$ cat config.mk
export PLATFORM = sky130hd
export DESIGN_NAME = flc_cmd_top
export DESIGN_NICKNAME = d
export VERILOG_FILES = /design/src/rtl/flc_pkg.sv /design/src/rtl/flc_timer.sv /design/src/rtl/flc_bufpage.sv /design/src/rtl/flc_cmd_top.sv
export SDC_FILE = /design/constraint.sdc
export NUM_CORES = 1
export LEC_CHECK = 0
export ABC_AREA = 1
export BUFFER_PORTS_ARGS = -buffer_cell sky130_fd_sc_hd__clkbuf_2
export CAP_MARGIN = 20
export CELL_PAD_IN_SITES_DETAIL_PLACEMENT = 1
export CELL_PAD_IN_SITES_GLOBAL_PLACEMENT = 1
export CORE_ASPECT_RATIO = 0.9
export CORE_MARGIN = 2
export CORE_UTILIZATION = 40
export DETAILED_ROUTE_END_ITERATION = 7
export GPL_TIMING_DRIVEN = 0
export HOLD_SLACK_MARGIN = 0.08
export PLACE_DENSITY_LB_ADDON = 0.1
export SLEW_MARGIN = 20
export SYNTH_ARGS = -nofsm -noshare
export SYNTH_HDL_FRONTEND = slang
export SYNTH_SLANG_ARGS = --single-unit
$ cat constraint.sdc
create_clock -name clk -period 1.85 [get_ports clk]
set_input_delay 0.185 -clock clk [delete_from_list [all_inputs] [get_ports clk]]
set_output_delay 0.185 -clock clk [all_outputs]
set_load 0.02 [all_outputs]
$ cat src/rtl/flc_pkg.sv
`timescale 1ns/1ps
package flc_pkg;

    typedef enum logic [2:0] {
        M_READ    = 3'd0,
        M_PGM     = 3'd1,
        M_ERS     = 3'd2,
        M_ES_READ = 3'd3,
        M_ES_PGM  = 3'd4,
        M_PS      = 3'd5,
        M_ABORT   = 3'd6
    } mode_e;

    typedef enum logic [3:0] {
        S_IDLE,
        S_UNL1,
        S_UNL2,
        S_PGM_DATA,
        S_ERS_A,
        S_ERS_B,
        S_ERS_C,
        S_BUF_CNT,
        S_BUF_LOAD,
        S_BUF_CONF
    } seq_e;

    localparam logic [7:0]  K_KEY1     = 8'hAA;
    localparam logic [7:0]  K_KEY2     = 8'h55;
    localparam logic [7:0]  K_WORD_PGM = 8'hA0;
    localparam logic [7:0]  K_ERS_ARM  = 8'h80;
    localparam logic [7:0]  K_ERS_GO   = 8'h30;
    localparam logic [7:0]  K_BUF_OPEN = 8'h25;
    localparam logic [7:0]  K_BUF_GO   = 8'h29;
    localparam logic [7:0]  K_HOLD     = 8'hB0;
    localparam logic [7:0]  K_CONTINUE = 8'h30;
    localparam logic [7:0]  K_CLEAR    = 8'hF0;

    localparam int          KEY_AW     = 11;
    localparam logic [10:0] KEY_ADDR1  = 11'h555;
    localparam logic [10:0] KEY_ADDR2  = 11'h2AA;

endpackage

$ cat src/rtl/flc_timer.sv
`timescale 1ns/1ps
module flc_timer #(
    parameter int CYCLES = 8
) (
    input  logic clk,
    input  logic rst_n,
    input  logic load,
    input  logic run,
    output logic expire
);
    localparam int CW = $clog2(CYCLES + 1);

    logic [CW-1:0] left_q;

    always_ff @(posedge clk) begin
        if (!rst_n) begin
            left_q <= '0;
        end else if (load) begin
            left_q <= CW'(CYCLES);
        end else if (run && left_q != '0) begin
            left_q <= left_q - 1'b1;
        end
    end

    assign expire = run && (left_q == CW'(1));
endmodule

$ cat src/rtl/flc_bufpage.sv
`timescale 1ns/1ps
module flc_bufpage #(
    parameter int ADDR_W   = 16,
    parameter int PAGE_W   = 4,
    parameter int SECT_LSB = 12
) (
    input  logic                     clk,
    input  logic                     rst_n,
    input  logic                     arm,
    input  logic                     set_cnt,
    input  logic                     take,
    input  logic [ADDR_W-PAGE_W-1:0] page_in,
    input  logic [PAGE_W-1:0]        cnt_in,
    output logic                     in_page,
    output logic                     in_sector,
    output logic                     last
);
    localparam int PG_W = ADDR_W - PAGE_W;
    localparam int SOFF = SECT_LSB - PAGE_W;

    logic [PG_W-1:0]   page_q;
    logic [PAGE_W-1:0] rem_q;

    always_ff @(posedge clk) begin
        if (!rst_n) begin
            page_q <= '0;
            rem_q  <= '0;
        end else begin
            if (arm) begin
                page_q <= page_in;
            end
            if (set_cnt) begin
                rem_q <= cnt_in;
            end else if (take && rem_q != '0) begin
                rem_q <= rem_q - 1'b1;
            end
        end
    end

    assign in_page   = (page_in == page_q);
    assign in_sector = (page_in[PG_W-1:SOFF] == page_q[PG_W-1:SOFF]);
    assign last      = (rem_q == '0);
endmodule

$ cat src/rtl/flc_cmd_top.sv
`timescale 1ns/1ps
module flc_cmd_top
    import flc_pkg::*;
#(
    parameter int ADDR_W     = 16,
    parameter int DATA_W     = 16,
    parameter int PAGE_W     = 4,
    parameter int SECT_LSB   = 12,
    parameter int PGM_CYCLES = 10,
    parameter int ERS_CYCLES = 24
) (
    input  logic              clk,
    input  logic              rst_n,
    input  logic              bus_we,
    input  logic [ADDR_W-1:0] bus_addr,
    input  logic [DATA_W-1:0] bus_data,
    output logic              rdy,
    output logic [2:0]        mode
);
    localparam int BUF_MAX = 1 << PAGE_W;
    localparam int SC_W    = ADDR_W - SECT_LSB;

    seq_e            seq_q, seq_d;
    mode_e           mode_q, mode_d;
    logic            esusp_q, esusp_d;
    logic [SC_W-1:0] esect_q, esect_d;

    logic pgm_load, ers_load, pgm_exp, ers_exp;
    logic buf_arm, buf_set, buf_take;
    logic in_page, in_sector, buf_last;

    logic [7:0]      cmd;
    logic            at_key1, at_key2, hits_esect, cnt_fits;
    logic [SC_W-1:0] cur_sect;

    assign cmd        = bus_data[7:0];
    assign at_key1    = (bus_addr[KEY_AW-1:0] == KEY_ADDR1);
    assign at_key2    = (bus_addr[KEY_AW-1:0] == KEY_ADDR2);
    assign cur_sect   = bus_addr[ADDR_W-1:SECT_LSB];
    assign hits_esect = esusp_q && (cur_sect == esect_q);
    assign cnt_fits   = (bus_data < DATA_W'(BUF_MAX));

    flc_timer #(.CYCLES(PGM_CYCLES)) u_pgm_tmr (
        .clk    (clk),
        .rst_n  (rst_n),
        .load   (pgm_load),
        .run    (mode_q == M_PGM || mode_q == M_ES_PGM),
        .expire (pgm_exp)
    );

    flc_timer #(.CYCLES(ERS_CYCLES)) u_ers_tmr (
        .clk    (clk),
        .rst_n  (rst_n),
        .load   (ers_load),
        .run    (mode_q == M_ERS),
        .expire (ers_exp)
    );

    flc_bufpage #(.ADDR_W(ADDR_W), .PAGE_W(PAGE_W), .SECT_LSB(SECT_LSB)) u_bufpage (
        .clk       (clk),
        .rst_n     (rst_n),
        .arm       (buf_arm),
        .set_cnt   (buf_set),
        .take      (buf_take),
        .page_in   (bus_addr[ADDR_W-1:PAGE_W]),
        .cnt_in    (bus_data[PAGE_W-1:0]),
        .in_page   (in_page),
        .in_sector (in_sector),
        .last      (buf_last)
    );

    // State register
    always_ff @(posedge clk) begin
        if (!rst_n) begin
            seq_q   <= S_IDLE;
            mode_q  <= M_READ;
            esusp_q <= 1'b0;
            esect_q <= '0;
        end else begin
            seq_q   <= seq_d;
            mode_q  <= mode_d;
            esusp_q <= esusp_d;
            esect_q <= esect_d;
        end
    end

    // Next state
    always_comb begin
        seq_d    = seq_q;
        mode_d   = mode_q;
        esusp_d  = esusp_q;
        esect_d  = esect_q;
        pgm_load = 1'b0;
        ers_load = 1'b0;
        buf_arm  = 1'b0;
        buf_set  = 1'b0;
        buf_take = 1'b0;
        unique case (mode_q)
            M_PGM: begin
                if (pgm_exp)                         mode_d = M_READ;
                else if (bus_we && cmd == K_HOLD)    mode_d = M_PS;
            end
            M_ES_PGM: begin
                if (pgm_exp)                         mode_d = M_ES_READ;
            end
            M_ERS: begin
                if (ers_exp) begin
                    mode_d = M_READ;
                end else if (bus_we && cmd == K_HOLD) begin
                    mode_d  = M_ES_READ;
                    esusp_d = 1'b1;
                end
            end
            M_PS: begin
                if (bus_we && cmd == K_CONTINUE)     mode_d = M_PGM;
            end
            M_ABORT: begin
                if (bus_we && cmd == K_CLEAR)        mode_d = esusp_q ? M_ES_READ : M_READ;
            end
            M_READ, M_ES_READ: begin
                if (bus_we) begin
                    seq_d = S_IDLE;
                    unique case (seq_q)
                        S_IDLE: begin
                            if (cmd == K_KEY1 && at_key1) begin
                                seq_d = S_UNL1;
                            end else if (mode_q == M_ES_READ && cmd == K_CONTINUE) begin
                                mode_d  = M_ERS;
                                esusp_d = 1'b0;
                            end
                        end
                        S_UNL1: begin
                            if (cmd == K_KEY2 && at_key2) seq_d = S_UNL2;
                        end
                        S_UNL2: begin
                            if (at_key1 && cmd == K_WORD_PGM) begin
                                seq_d = S_PGM_DATA;
                            end else if (at_key1 && cmd == K_ERS_ARM && mode_q == M_READ) begin
                                seq_d = S_ERS_A;
                            end else if (cmd == K_BUF_OPEN && !hits_esect) begin
                                seq_d   = S_BUF_CNT;
                                buf_arm = 1'b1;
                            end
                        end
                        S_PGM_DATA: begin
                            if (!hits_esect) begin
                                pgm_load = 1'b1;
                                mode_d   = (mode_q == M_ES_READ) ? M_ES_PGM : M_PGM;
                            end
                        end
                        S_ERS_A: begin
                            if (cmd == K_KEY1 && at_key1) seq_d = S_ERS_B;
                        end
                        S_ERS_B: begin
                            if (cmd == K_KEY2 && at_key2) seq_d = S_ERS_C;
                        end
                        S_ERS_C: begin
                            if (cmd == K_ERS_GO) begin
                                ers_load = 1'b1;
                                mode_d   = M_ERS;
                                esect_d  = cur_sect;
                            end
                        end
                        S_BUF_CNT: begin
                            if (cnt_fits) begin
                                buf_set = 1'b1;
                                seq_d   = S_BUF_LOAD;
                            end else begin
                                mode_d = M_ABORT;
                            end
                        end
                        S_BUF_LOAD: begin
                            if (!in_page) begin
                                mode_d = M_ABORT;
                            end else begin
                                buf_take = 1'b1;
                                seq_d    = buf_last ? S_BUF_CONF : S_BUF_LOAD;
                            end
                        end
                        S_BUF_CONF: begin
                            if (cmd == K_BUF_GO && in_sector) begin
                                pgm_load = 1'b1;
                                mode_d   = (mode_q == M_ES_READ) ? M_ES_PGM : M_PGM;
                            end else begin
                                mode_d = M_ABORT;
                            end
                        end
                        default: seq_d = S_IDLE;
                    endcase
                end
            end
            default: mode_d = M_READ;
        endcase
    end

    // Outputs
    always_comb begin
        unique case (mode_q)
            M_PGM, M_ERS, M_ES_PGM: rdy = 1'b0;
            default:                rdy = 1'b1;
        endcase
        mode = mode_q;
    end
endmodule

==> summary.md <==
| Metric | Value |
|---|---|
| Status | complete, no violations |
| Vias per cell | 5.00 |
| Growth of design area from synthesis to finish | 14.7% |
| Clock power frac | 31.4% |
| DP Worst Slack | 0.111 ns |
| CP arrival | 1.92 ns |
| Final Skew | 0.0104 ns |
| RSZ-0062 raised after global routing | no |
| Clk Tree Root Cell | clkbuf_8 |
| Worst Min Path Start | bus_addr[7] |
| Fin crit share | 93.1% |
| Leakage | 0.00152 uW |
| Top cells by area, synth | dfxtp_1, nand2_1, nor2_1, inv_1, nand3_1 |
| Routed len/inst | 14.0 um |
| Sw frac | 35.3% |
| CP max FO | 10 |
| Fmax | 581 MHz |
| First-pass GRT wire length | 14300 um |
| Tightest Hold Check Type | input port to flop |
| Number of synthesized register bits | 37 |
| Post-synth EDFFs | 0 |
| Final Wtd Congestion | 0.857 |
| Count of hold-fix buffers inserted at cts | 0 |
| Core Box Area | 6690 um^2 |
| Mapped cell area | 2810 um^2 |
| Hold Slack | 0.141 ns |
| Switching power | 702 uW |
| Syn Inst Count | 466 |
| Total power | 1990 uW |
| Hold Path Sink | u_bufpage.page_q[3] |
| Filler cells | 970 |
| Max-slew violations | 0 |
| Clock latency on the worst-skew pair | 0.30 ns |
| Routed WL | 8410 um |
| Share of cells above drive strength 1 | 21.9% |
| Count of different cell masters after synthesis | 36 |
| R2R Setup Slk | 0.13 ns |
| Total gr overflow | 0 |
| Total GRT Usage | 22.8% |
| Area of the multi-input gates | 1790 um^2 |
| PortBufs | 38 |
| CTS tree | yes |
| Starting DRT DRC Count | 122 |
| Final ANT Viol Nets | 0 |
| Final Hold Viols | 0 |
| Syn Nets | 507 |
| Max clock buf depth | 2 |
| Number of CTS-inserted buffers | 5 |
| Tmin final | 1.72 ns |
| Flop pwr share | 42.1% |
| DP HPWL | 6900 um |
| DRC | 0 |
| Yosys top cell area share | 26.4% |
| Setup Crit Path Kind | flop to flop |
| Largest area contributor in the netlist | dfxtp_1 |
| H-Tree Depth | 2 |
| # Max-Cap Violations | 0 |
| Worst-Margin Slew | 0.602 ns |
| Die width | 92.3 um |
| Die area | 7710 um^2 |
| Pin count of the biggest net entering global routing | 13 |
| Reg2reg end | u_bufpage.page_q[9] |
| Setup TNS | 0 ns |
| Relative slew slack | 59.8% |
| Post-synthesis sequential area ratio | 26.4% |
| Area occupied by registers | 744 um^2 |
| Clock sinks | 37 |
| Warnings, synthesis | 0 |
| Power Internal | 1280 uW |
| Vias in the first global route | 3053 |
| Maximum vdd drop | 0.000343 V |
| Routed vias | 3011 |
| Final setup margin | 0.127 ns |
| WP data required | 2.05 ns |
| CP Capture Type | flop |
| Ports | 39 |
| Reg2reg path depth | 11 |
| Main synth FF type | dfxtp_1 |
| Drt pass-1 iters | 4 |
| Final nets | 552 |
| # rows | 28 |
| Antenna cell count | 0 |
| WHS Path Cells | 3 |
| Synth async-reset ratio | 0% |
| Final setup vio count | 0 |
| Mapped Avg Cell Area | 6.03 um^2 |
| Initial Utilization | 42.0% |
| Comb power frac | 26.5% |
| Die height | 83.5 um |
| Antenna violations before repair | 0 |
| Pwr/cell area | 616 nW/um^2 |
| Startpoint Class | flop |
| FF-to-FF Start | mode[2] |
| Clock-pin slew on the worst setup and hold paths | 0.08 ns |
cell type report:
cell class	instances	share of cell area [%]
timing repair buffer	38	5.90
tap	90	3.49
clock inverter	2	0.427
multi-input combinational	357	55.6
inverter	67	7.84
buffer	5	1.09
sequential	37	23.1
clock buffer	6	2.56
cells by family (layout without fill, tap and decap cells):
group,count (synthesis),in the layout,share of synthesized area (%)
and+or+nand+nor,290,290,48.3
AOI/OAI and AO/OA,53,53,9.89
buffers and inverters,72,118,10.2
xor gates and xnor gates,8,8,2.49
adders and majority gates,6,6,2.67
DFF,37,37,26.4
worst max-delay path, cell delays in order, from the launching register on:
cell and delay (ns):
dfxtp_1 0.38, inv_2 0.17, nand3_2 0.15, nand2_4 0.14
nand2_4 0.11, inv_2 0.09, nand2_2 0.06, nor2_4 0.15
inv_2 0.07, buf_6 0.16, nor2_2 0.09, nor2_1 0.05
worst max path at each step:
stage,start,cells past startpoint,end
2_1_floorplan,mode[0],10,u_bufpage.page_q[3]
3_3_place_gp,mode[0],10,u_bufpage.page_q[6]
3_5_place_dp,seq_q[2],9,esect_q[1]
4_1_cts,seq_q[2],9,esect_q[1]
5_1_grt,u_bufpage.page_q[9],10,u_bufpage.rem_q[1]
6_report,mode[2],11,u_bufpage.page_q[9]
registers in the layout, summed over array words and instances, names as in the netlist:
| register | cells |
|---|---|
| u_ers_tmr.left_q | 5 |
| u_pgm_tmr.left_q | 4 |
| esusp_q | 1 |
| esect_q | 4 |
| u_bufpage.rem_q | 4 |
| u_bufpage.page_q | 12 |
| seq_q | 4 |
| mode | 3 |
Yosys cell counts, types with 3 or more instances:
library cell,count
a21oi_1,25
dfxtp_1,37
ha_1,6
inv_1,55
inv_2,11
nand2_1,117
nand2_2,10
nand3_1,32
nand3_2,3
nand4_1,8
nor2_1,75
nor2_2,20
nor2_4,4
nor3_1,7
o21ai_0,23
xnor2_1,6
what timing repair did:
action,in CTS,in global routing
endpoints found under the hold margin,0,0
setup buffers,0,0
setup endpoints to repair,0,15
resized for setup,0,6
stage by stage:
stage	instances	util [%]	cell area, um^2
detailed placement	594	46.5	3110
global route	602	48.2	3220
finish	602	48.2	3220
global placement	594	46.5	3110
floorplan	466	-	2810
CTS	602	47.9	3210
routing by layer:
layer,vias up,share of wire (%),GRT usage (%)
li1,1559,-,-
met1,1403,48,30.6
met2,45,47,38.0
met3,4,3.5,3.61
met4,0,0.86,5.70
met5,-,0,0
power groups by stage:
stage / clock [uW] / combinational [uW] / sequential (uW)
6_report: 624 / 525 / 836
5_1_grt: 678 / 583 / 839
4_1_cts: 652 / 527 / 832
3_5_place_dp: 0 / 522 / 851
3_3_place_gp: 0 / 510 / 851
2_1_floorplan: 0 / 344 / 862
cells in the final DEF, fill, tap and decap left out, types with 2 or more instances in the layout:
master / instances
nand2_1: 117
nand2_4: 2
nand3_1: 32
nand3_2: 3
nor2_4: 5
nor4_1: 2
o21ai_0: 23
nand4_1: 8
nor3_4: 3
inv_1: 54
inv_2: 12
ha_1: 6
xnor2_1: 6
clkinv_2: 2
dfxtp_2: 3
clkbuf_8: 6
nor2_1: 75
buf_6: 2
nand2_2: 10
clkbuf_2: 38
or2_2: 2
dfxtp_1: 34
nor3_1: 7
xor2_1: 2
nor2_2: 19
a21oi_1: 25
Note: power is estimated with default switching activity, not from simulation.
